File: src/rtl/rwp_pkg.sv
// Shared definitions for the register-write packer: request kinds,
// last-instruction classes and instruction field values.
package rwp_pkg;
    localparam int OFF_W = 20;
    localparam int OPC_W = 8;
    localparam int BE_W  = 4;

    typedef enum logic [1:0] {
        K_WRITE  = 2'd0,
        K_MASKED = 2'd1,
        K_NOOP   = 2'd2,
        K_FINISH = 2'd3
    } kind_e;

    typedef enum logic [1:0] {
        L_NONE  = 2'd0,
        L_FULL  = 2'd1,
        L_IDX   = 2'd2,
        L_OTHER = 2'd3
    } last_e;

    localparam logic [OPC_W-1:0] OPC_WR  = 8'h01;
    localparam logic [OPC_W-1:0] OPC_IDX = 8'h09;
endpackage

File: src/rtl/rwp_byte_en.sv
// Reduces a bit mask to one enable per byte lane.
// Assumes DW is a multiple of 8.
module rwp_byte_en #(
    parameter int DW = 32,
    localparam int NB = DW / 8
) (
    input  logic [DW-1:0] mask,
    output logic [NB-1:0] be
);
    // One OR-reduction per lane.
    for (genvar i = 0; i < NB; i++) begin : g_lane
        assign be[i] = |mask[i*8 +: 8];
    end
endmodule

File: src/rtl/rwp_ram.sv
// Dword command store: one synchronous write port, one combinational
// read port. Contents are not reset.
module rwp_ram #(
    parameter int DEPTH = 64,
    localparam int AW = $clog2(DEPTH)
) (
    input  logic          clk,
    input  logic          we,
    input  logic [AW-1:0] waddr,
    input  logic [31:0]   wdata,
    input  logic [AW-1:0] raddr,
    output logic [31:0]   rdata
);
    logic [31:0] mem [DEPTH];

    // Store one dword per cycle.
    always_ff @(posedge clk) begin
        if (we) mem[waddr] <= wdata;
    end

    assign rdata = mem[raddr];
endmodule

File: src/rtl/rwp_seq.sv
// Packing sequencer: accepts one request while idle and walks through one
// RAM write per cycle. Keeps a shadow of the last instruction (class,
// offset, first value, count), so merging needs no RAM read.
// Assumes DEPTH is a multiple of LINE_DW and request fields are stable
// while req_valid is high.
module rwp_seq
    import rwp_pkg::*;
#(
    parameter int DEPTH   = 64,
    parameter int LINE_DW = 16,
    localparam int AW = $clog2(DEPTH),
    localparam int PW = AW + 1,
    localparam int LW = $clog2(LINE_DW)
) (
    input  logic             clk,
    input  logic             rst_n,
    input  logic             clear,
    input  logic             req_valid,
    output logic             req_ready,
    input  logic [1:0]       req_kind,
    input  logic [OFF_W-1:0] req_offset,
    input  logic [31:0]      req_value,
    input  logic [BE_W-1:0]  req_be,
    output logic             overflow,
    output logic             tail_valid,
    output logic [PW+1:0]    tail_bytes,
    output logic             we,
    output logic [AW-1:0]    waddr,
    output logic [31:0]      wdata,
    output logic [PW-1:0]    free_ptr,
    output logic [PW-1:0]    start_ptr
);
    typedef enum logic [3:0] {
        S_IDLE, S_EMIT_LO, S_EMIT_HI, S_CNV_CNT, S_CNV_CTRL,
        S_CNV_PREV, S_APP_VAL, S_APP_CNT, S_APP_PAD, S_FILL
    } state_e;

    localparam logic [PW-1:0] LIMIT = PW'(DEPTH - 2);

    state_e           st;
    logic [PW-1:0]    free_q, start_q, cnt_q;
    last_e            last_q;
    logic [OFF_W-1:0] last_off_q, off_q;
    logic [31:0]      last_val_q, val_q;
    logic [BE_W-1:0]  be_q;
    kind_e            kind_q, kind_in;
    logic             ovf_q, tail_v_q;
    logic [PW+1:0]    tail_q;
    logic [PW-1:0]    free_p1, even_free, start_p1, start_p2;
    logic             merge;

    assign kind_in   = kind_e'(req_kind);
    assign free_p1   = free_q + PW'(1);
    assign even_free = {free_p1[PW-1:1], 1'b0};
    assign start_p1  = start_q + PW'(1);
    assign start_p2  = start_q + PW'(2);
    assign merge     = (kind_in == K_WRITE) && (req_offset == last_off_q) &&
                       ((last_q == L_FULL) || (last_q == L_IDX));

    assign req_ready  = (st == S_IDLE);
    assign overflow   = ovf_q;
    assign tail_valid = tail_v_q;
    assign tail_bytes = tail_q;
    assign free_ptr   = free_q;
    assign start_ptr  = start_q;

    // Sequencer state, pointers and last-instruction shadow.
    always_ff @(posedge clk) begin
        if (!rst_n || clear) begin
            st         <= S_IDLE;
            free_q     <= '0;
            start_q    <= '0;
            cnt_q      <= '0;
            last_q     <= L_NONE;
            last_off_q <= '0;
            last_val_q <= '0;
            off_q      <= '0;
            val_q      <= '0;
            be_q       <= '0;
            kind_q     <= K_NOOP;
            ovf_q      <= 1'b0;
            tail_v_q   <= 1'b0;
            tail_q     <= '0;
        end else begin
            tail_v_q <= 1'b0;
            case (st)
                S_IDLE: if (req_valid) begin
                    kind_q <= kind_in;
                    off_q  <= req_offset;
                    val_q  <= req_value;
                    be_q   <= req_be;
                    if (kind_in == K_FINISH) begin
                        st <= S_FILL;
                    end else if (free_q > LIMIT) begin
                        ovf_q <= 1'b1;
                    end else if (merge) begin
                        st <= (last_q == L_FULL) ? S_CNV_CNT : S_APP_VAL;
                    end else begin
                        free_q  <= even_free;
                        start_q <= even_free;
                        st      <= S_EMIT_LO;
                    end
                end
                S_EMIT_LO: begin
                    free_q <= free_p1;
                    st     <= S_EMIT_HI;
                end
                S_EMIT_HI: begin
                    free_q     <= free_p1;
                    last_q     <= (kind_q == K_NOOP) ? L_OTHER :
                                  ((be_q == 4'hF) ? L_FULL : L_OTHER);
                    last_off_q <= off_q;
                    last_val_q <= val_q;
                    st         <= S_IDLE;
                end
                S_CNV_CNT:  st <= S_CNV_CTRL;
                S_CNV_CTRL: st <= S_CNV_PREV;
                S_CNV_PREV: begin
                    free_q <= start_q + PW'(3);
                    cnt_q  <= PW'(1);
                    last_q <= L_IDX;
                    st     <= S_APP_VAL;
                end
                S_APP_VAL: begin
                    free_q <= free_p1;
                    cnt_q  <= cnt_q + PW'(1);
                    st     <= S_APP_CNT;
                end
                S_APP_CNT: st <= free_q[0] ? S_APP_PAD : S_IDLE;
                S_APP_PAD: st <= S_IDLE;
                S_FILL: begin
                    if (free_q[LW-1:0] != '0) begin
                        free_q <= free_p1;
                    end else begin
                        tail_v_q <= 1'b1;
                        tail_q   <= {free_q, 2'b00};
                        last_q   <= L_NONE;
                        st       <= S_IDLE;
                    end
                end
                default: st <= S_IDLE;
            endcase
        end
    end

    // RAM write port: at most one dword per cycle, chosen by state.
    always_comb begin
        we    = 1'b0;
        waddr = free_q[AW-1:0];
        wdata = '0;
        case (st)
            S_EMIT_LO: begin
                we    = 1'b1;
                wdata = (kind_q == K_NOOP) ? '0 : val_q;
            end
            S_EMIT_HI: begin
                we    = 1'b1;
                wdata = (kind_q == K_NOOP) ? '0 : {OPC_WR, be_q, off_q};
            end
            S_CNV_CNT: begin
                we    = 1'b1;
                waddr = start_q[AW-1:0];
                wdata = 32'd1;
            end
            S_CNV_CTRL: begin
                we    = 1'b1;
                waddr = start_p1[AW-1:0];
                wdata = {OPC_IDX, 4'h0, last_off_q};
            end
            S_CNV_PREV: begin
                we    = 1'b1;
                waddr = start_p2[AW-1:0];
                wdata = last_val_q;
            end
            S_APP_VAL: begin
                we    = 1'b1;
                wdata = val_q;
            end
            S_APP_CNT: begin
                we    = 1'b1;
                waddr = start_q[AW-1:0];
                wdata = 32'(cnt_q);
            end
            S_APP_PAD: we = 1'b1;
            S_FILL:    we = (free_q[LW-1:0] != '0);
            default:   we = 1'b0;
        endcase
    end
endmodule

File: src/rtl/regwr_packer.sv
// Top of the register-write packer. Derives the byte enables, runs the
// sequencer and holds the command RAM. Plain writes always use all four
// byte enables.
module regwr_packer
    import rwp_pkg::*;
#(
    parameter int DEPTH   = 64,
    parameter int LINE_DW = 16,
    localparam int AW = $clog2(DEPTH),
    localparam int PW = AW + 1
) (
    input  logic             clk,
    input  logic             rst_n,
    input  logic             clear,
    input  logic             req_valid,
    output logic             req_ready,
    input  logic [1:0]       req_kind,
    input  logic [OFF_W-1:0] req_offset,
    input  logic [31:0]      req_value,
    input  logic [31:0]      req_mask,
    output logic             overflow,
    output logic             tail_valid,
    output logic [AW+2:0]    tail_bytes,
    input  logic [AW-1:0]    rd_addr,
    output logic [31:0]      rd_data
);
    logic [BE_W-1:0] mask_be, req_be;
    logic            we;
    logic [AW-1:0]   waddr;
    logic [31:0]     wdata;
    logic [PW-1:0]   free_ptr, start_ptr;

    rwp_byte_en #(.DW(32)) u_be (.mask(req_mask), .be(mask_be));

    assign req_be = (req_kind == K_MASKED) ? mask_be : 4'hF;

    rwp_seq #(.DEPTH(DEPTH), .LINE_DW(LINE_DW)) u_seq (
        .clk(clk), .rst_n(rst_n), .clear(clear),
        .req_valid(req_valid), .req_ready(req_ready), .req_kind(req_kind),
        .req_offset(req_offset), .req_value(req_value), .req_be(req_be),
        .overflow(overflow), .tail_valid(tail_valid), .tail_bytes(tail_bytes),
        .we(we), .waddr(waddr), .wdata(wdata),
        .free_ptr(free_ptr), .start_ptr(start_ptr)
    );

    rwp_ram #(.DEPTH(DEPTH)) u_ram (
        .clk(clk), .we(we), .waddr(waddr), .wdata(wdata),
        .raddr(rd_addr), .rdata(rd_data)
    );
endmodule

File: config.mk
export PLATFORM = sky130hd
export DESIGN_NAME = regwr_packer
export DESIGN_NICKNAME = d
export VERILOG_FILES = /design/src/rtl/rwp_pkg.sv /design/src/rtl/rwp_byte_en.sv /design/src/rtl/rwp_ram.sv /design/src/rtl/rwp_seq.sv /design/src/rtl/regwr_packer.sv
export SDC_FILE = /design/constraint.sdc
export NUM_CORES = 2
export LEC_CHECK = 0
export BUFFER_PORTS_ARGS = -buffer_cell sky130_fd_sc_hd__buf_4
export CAP_MARGIN = 5
export CORE_MARGIN = 10
export CORE_UTILIZATION = 60
export CTS_BUF_LIST = sky130_fd_sc_hd__clkbuf_8 sky130_fd_sc_hd__clkbuf_16
export CTS_CLUSTER_SIZE = 30
export DETAILED_ROUTE_END_ITERATION = 10
export PLACE_DENSITY = 0.77
export SETUP_SLACK_MARGIN = 0.3
export SYNTH_ARGS = -nofsm -noshare
export SYNTH_HDL_FRONTEND = slang
export SYNTH_SLANG_ARGS = --single-unit
File: constraint.sdc
create_clock -name clk -period 5 [get_ports clk]
set_input_delay 0.5 -clock clk [delete_from_list [all_inputs] [get_ports clk]]
set_output_delay 0.5 -clock clk [all_outputs]
set_load 0.03 [all_outputs]
==> metrics.md <==
| Metric | Value |
|---|---|
| Post-CTS Setup Inserts | 0 |
| Worst-case clock buffer depth | 3 |
| Min-delay worst type | in2reg |
| Nature of the critical path endpoint | primary output |
| Compound-cell area share of the yosys netlist | 0.0265 |
| CP Class | in2out |
| Most used DFF post-synth | edfxtp_1 |
| Period utilization | 0.820 |
| Row count | 137 |
| Tmin final | 4.10 ns |
| Register area share after synthesis | 0.763 |
| Multiplexer area fraction after synthesis | 0.169 |
| Yosys cell types | 64 |
| Most frequent cells in the layout | edfxtp_1 (2,048), mux4_2 (614), buf_4 (282) |
| Status | complete, no violations |
| Most frequent cell on the critical path | buf_4 |
| Min Hold Slack | 0.0962 ns |
| Total grt overflow | 0 |
| Gate Count Post-Synth | 3,985 |
| First-pass GRT wire length | 323 mm |
| Total clock sinks | 2,193 |
| Top cell family by delay on the critical path | buffers and inverters |
| Power Total | 36.1 mW |
| Crit path DAT | 3.60 ns |
| Crit path max fanout | 35 |
| CTS Buf Count | 202 |
| RSZ-0062 raised after global routing | no |
| Yosys reg bits | 2,193 |
| Max Slew Vio Count | 0 |
| H-tree Lvls | 4 |
| Core Box Area | 140,000 sq um |
| Slowest-stage cell, CP | nor2_1 |
| Max Freq | 0.244 GHz |
| Vias per inst | 7.00 |
| Max-slew headroom | 0.274 |
| Detailed Routing Iterations Pass 1 | 7 |
| Final GP Congestion | 0.880 |
| Setup TNS | 0 ns |
| Final Hold Violating Endpoints | 0 |
| Initial core utilization | 0.604 |
| Required time of the critical path | 4.50 ns |
| Max_cap viols | 0 |
| Cell Pwr Density | 374 nW/um^2 |
| Dpl hpwl | 121 mm |
| Die Ht | 395 um |
| Post-route ant nets | 0 |
| Via count | 44,800 |
| Commonest non-fill, non-tap cell in the layout | edfxtp_1 |
| Synthesized area | 84,400 sq um |
| Startpoint types | primary input |
| Clk_lat worst skew | 0.84 ns |
| CTS tree | built |
| Post-route non-filler standard cell count | 6,391 |
| Largest family of logic cells by synthesized area | multiplexers |
| Cells after DPL | 5,957 |
| Root Driver | clkbuf_16 |
| Number of global-route vias before repair | 45,000 |
| Adder-cell share of the synthesized area | 0.000889 |
| Critical Path, Cell by Cell | buf_8, buf_12, buf_4, mux2i_1, o211ai_1, o22ai_1, nor2_1, buf_4, buf_4 |
| Layout Nets | 4,453 |
| DR DRC count | 0 |
| Clock Skew | 0.0256 ns |
| Post-Synth XOR/XNOR Area | 0.00311 |
| Port-buffer cells | 137 |
| Die Wd | 395 um |
| I/O Pins | 140 |
| Slew @ Worst Pin | 1.09 ns |
| Largest net degree at the start of global routing | 71 |
| Share of layout cells above drive strength 1 | 0.295 |
| Post-synth ARST share | 0 |
| Yosys warning count | 0 |
| Critical path buffer and inverter count | 5 |
| Synth Area per Inst | 21.2 sq um |
| P_leak | 34.3 nW |
| Initial antenna violation count | 9 |
| DR iter-0 viols | 6,832 |
| Overall routing resource usage | 0.285 |
| Worst VDD drop | 0.302 mV |
| Max incr delay on CP | 0.63 ns |
| Count of flip-flops with a built-in enable after synthesis | 2,048 |
| Total Die Area | 156,000 sq um |
| Avg WL per Cell | 34.7 um |
| Reg clk slew, reported paths | 0.06 ns |
| Final wirelength | 222 mm |
| Setup violators final | 0 |
| Post-Synth Simple-Gate Area | 0.0257 |
| Area grow syn2layout | 14.2% |
## layout make-up
| cell class | instances | area, sq um |
|---|---|---|
| clock inverter | 158 | 1120 |
| tap | 1876 | 2350 |
| antenna | 1 | 2.50 |
| timing repair buffer | 393 | 3650 |
| sequential | 2193 | 64400 |
| multi-input combinational | 1550 | 19600 |
| clock buffer | 209 | 5210 |
| inverter | 11 | 41.3 |
| fill | 7951 | 43300 |
## flip-flops by register name, summed over array words and instances (netlist names)
signal,cells
u_seq.last_val_q,32
u_seq.overflow,1
u_seq.tail_valid,1
u_seq.off_q,20
u_seq.tail_bytes,7
u_seq.cnt_q,7
u_seq.kind_q,2
u_seq.st,4
u_seq.start_ptr,6
u_seq.be_q,4
u_seq.free_ptr,7
u_seq.val_q,32
u_seq.last_off_q,20
u_ram.mem,2048
u_seq.last_q,2
## through the flow
stage / setup slack, ns / util / instance area [sq um]
4_1_cts: 1.01 / 0.690 / 96400
5_1_grt: 0.865 / 0.690 / 96400
6_report: 0.900 / 0.690 / 96400
3_5_place_dp: 1.11 / 0.640 / 89400
2_1_floorplan: 0.630 / - / 84400
3_3_place_gp: 1.10 / 0.640 / 89400
## synthesized netlist by cell type, types with 14 or more instances
library cell / count / area [sq um]
a21oi_1: 134 / 671
mux4_2: 614 / 13800
a22oi_1: 37 / 278
dfxtp_1: 145 / 2900
o21ai_0: 14 / 70.1
nand2_1: 281 / 1050
clkbuf_1: 120 / 450
edfxtp_1: 2048 / 61500
o22ai_1: 53 / 332
xnor2_1: 25 / 219
buf_1: 23 / 86.3
buf_2: 83 / 415
o211ai_1: 19 / 143
mux2i_1: 33 / 330
nand3_1: 27 / 135
a222oi_1: 17 / 170
nor2_1: 130 / 488
## logic make-up (layout without fill, tap and decap cells)
group / count (synthesis) / in the layout
flip-flops: 2193 / 2193
multiplexers: 654 / 654
AND/OR/NAND/NOR: 512 / 512
AO/OA/AOI/OAI: 346 / 346
buffers and inverters: 243 / 771
XOR/XNOR: 30 / 30
adder cells (fa/ha/maj): 6 / 6
other: 1 / 3
## final timing paths
check | from | end | slack (ns) | depth (start not counted)
worst min register to register | u_seq.last_val_q[4] | u_seq.last_val_q[4] | 0.45 | 2
worst max-delay path | rd_addr[0] | rd_data[10] | 0.90 | 9
worst max register to register | u_seq.st[1] | u_ram.mem[50][23] | 1.07 | 8
worst min-delay path | clear | u_seq.kind_q[1] | 0.1 | 4
## metal layers
metal	track usage	wire length (um)
met1	0.385	78100
met2	0.446	107000
met3	0.0684	25900
met4	0.125	11100
met5	0	89
## where the power goes
part | total (mW) | switching (mW) | internal (mW)
combinational | 1.33 | 0.793 | 0.532
sequential | 19.8 | 0.0272 | 19.8
clock | 14.9 | 6.67 | 8.27
total | 36.1 | 7.49 | 28.6
## tightest hold or removal path, stage by stage
cell and delay (ns):
buf_4 0.09, nor2b_1 0.04, buf_4 0.19, nand3_1 0.08
## timing repair
action / 4_1_cts / 5_1_grt
gates resized for setup: 0 / 0
hold buffers: 66 / 0
endpoints found under the hold margin: 58 / 0
(Power assumes the default switching activity.)
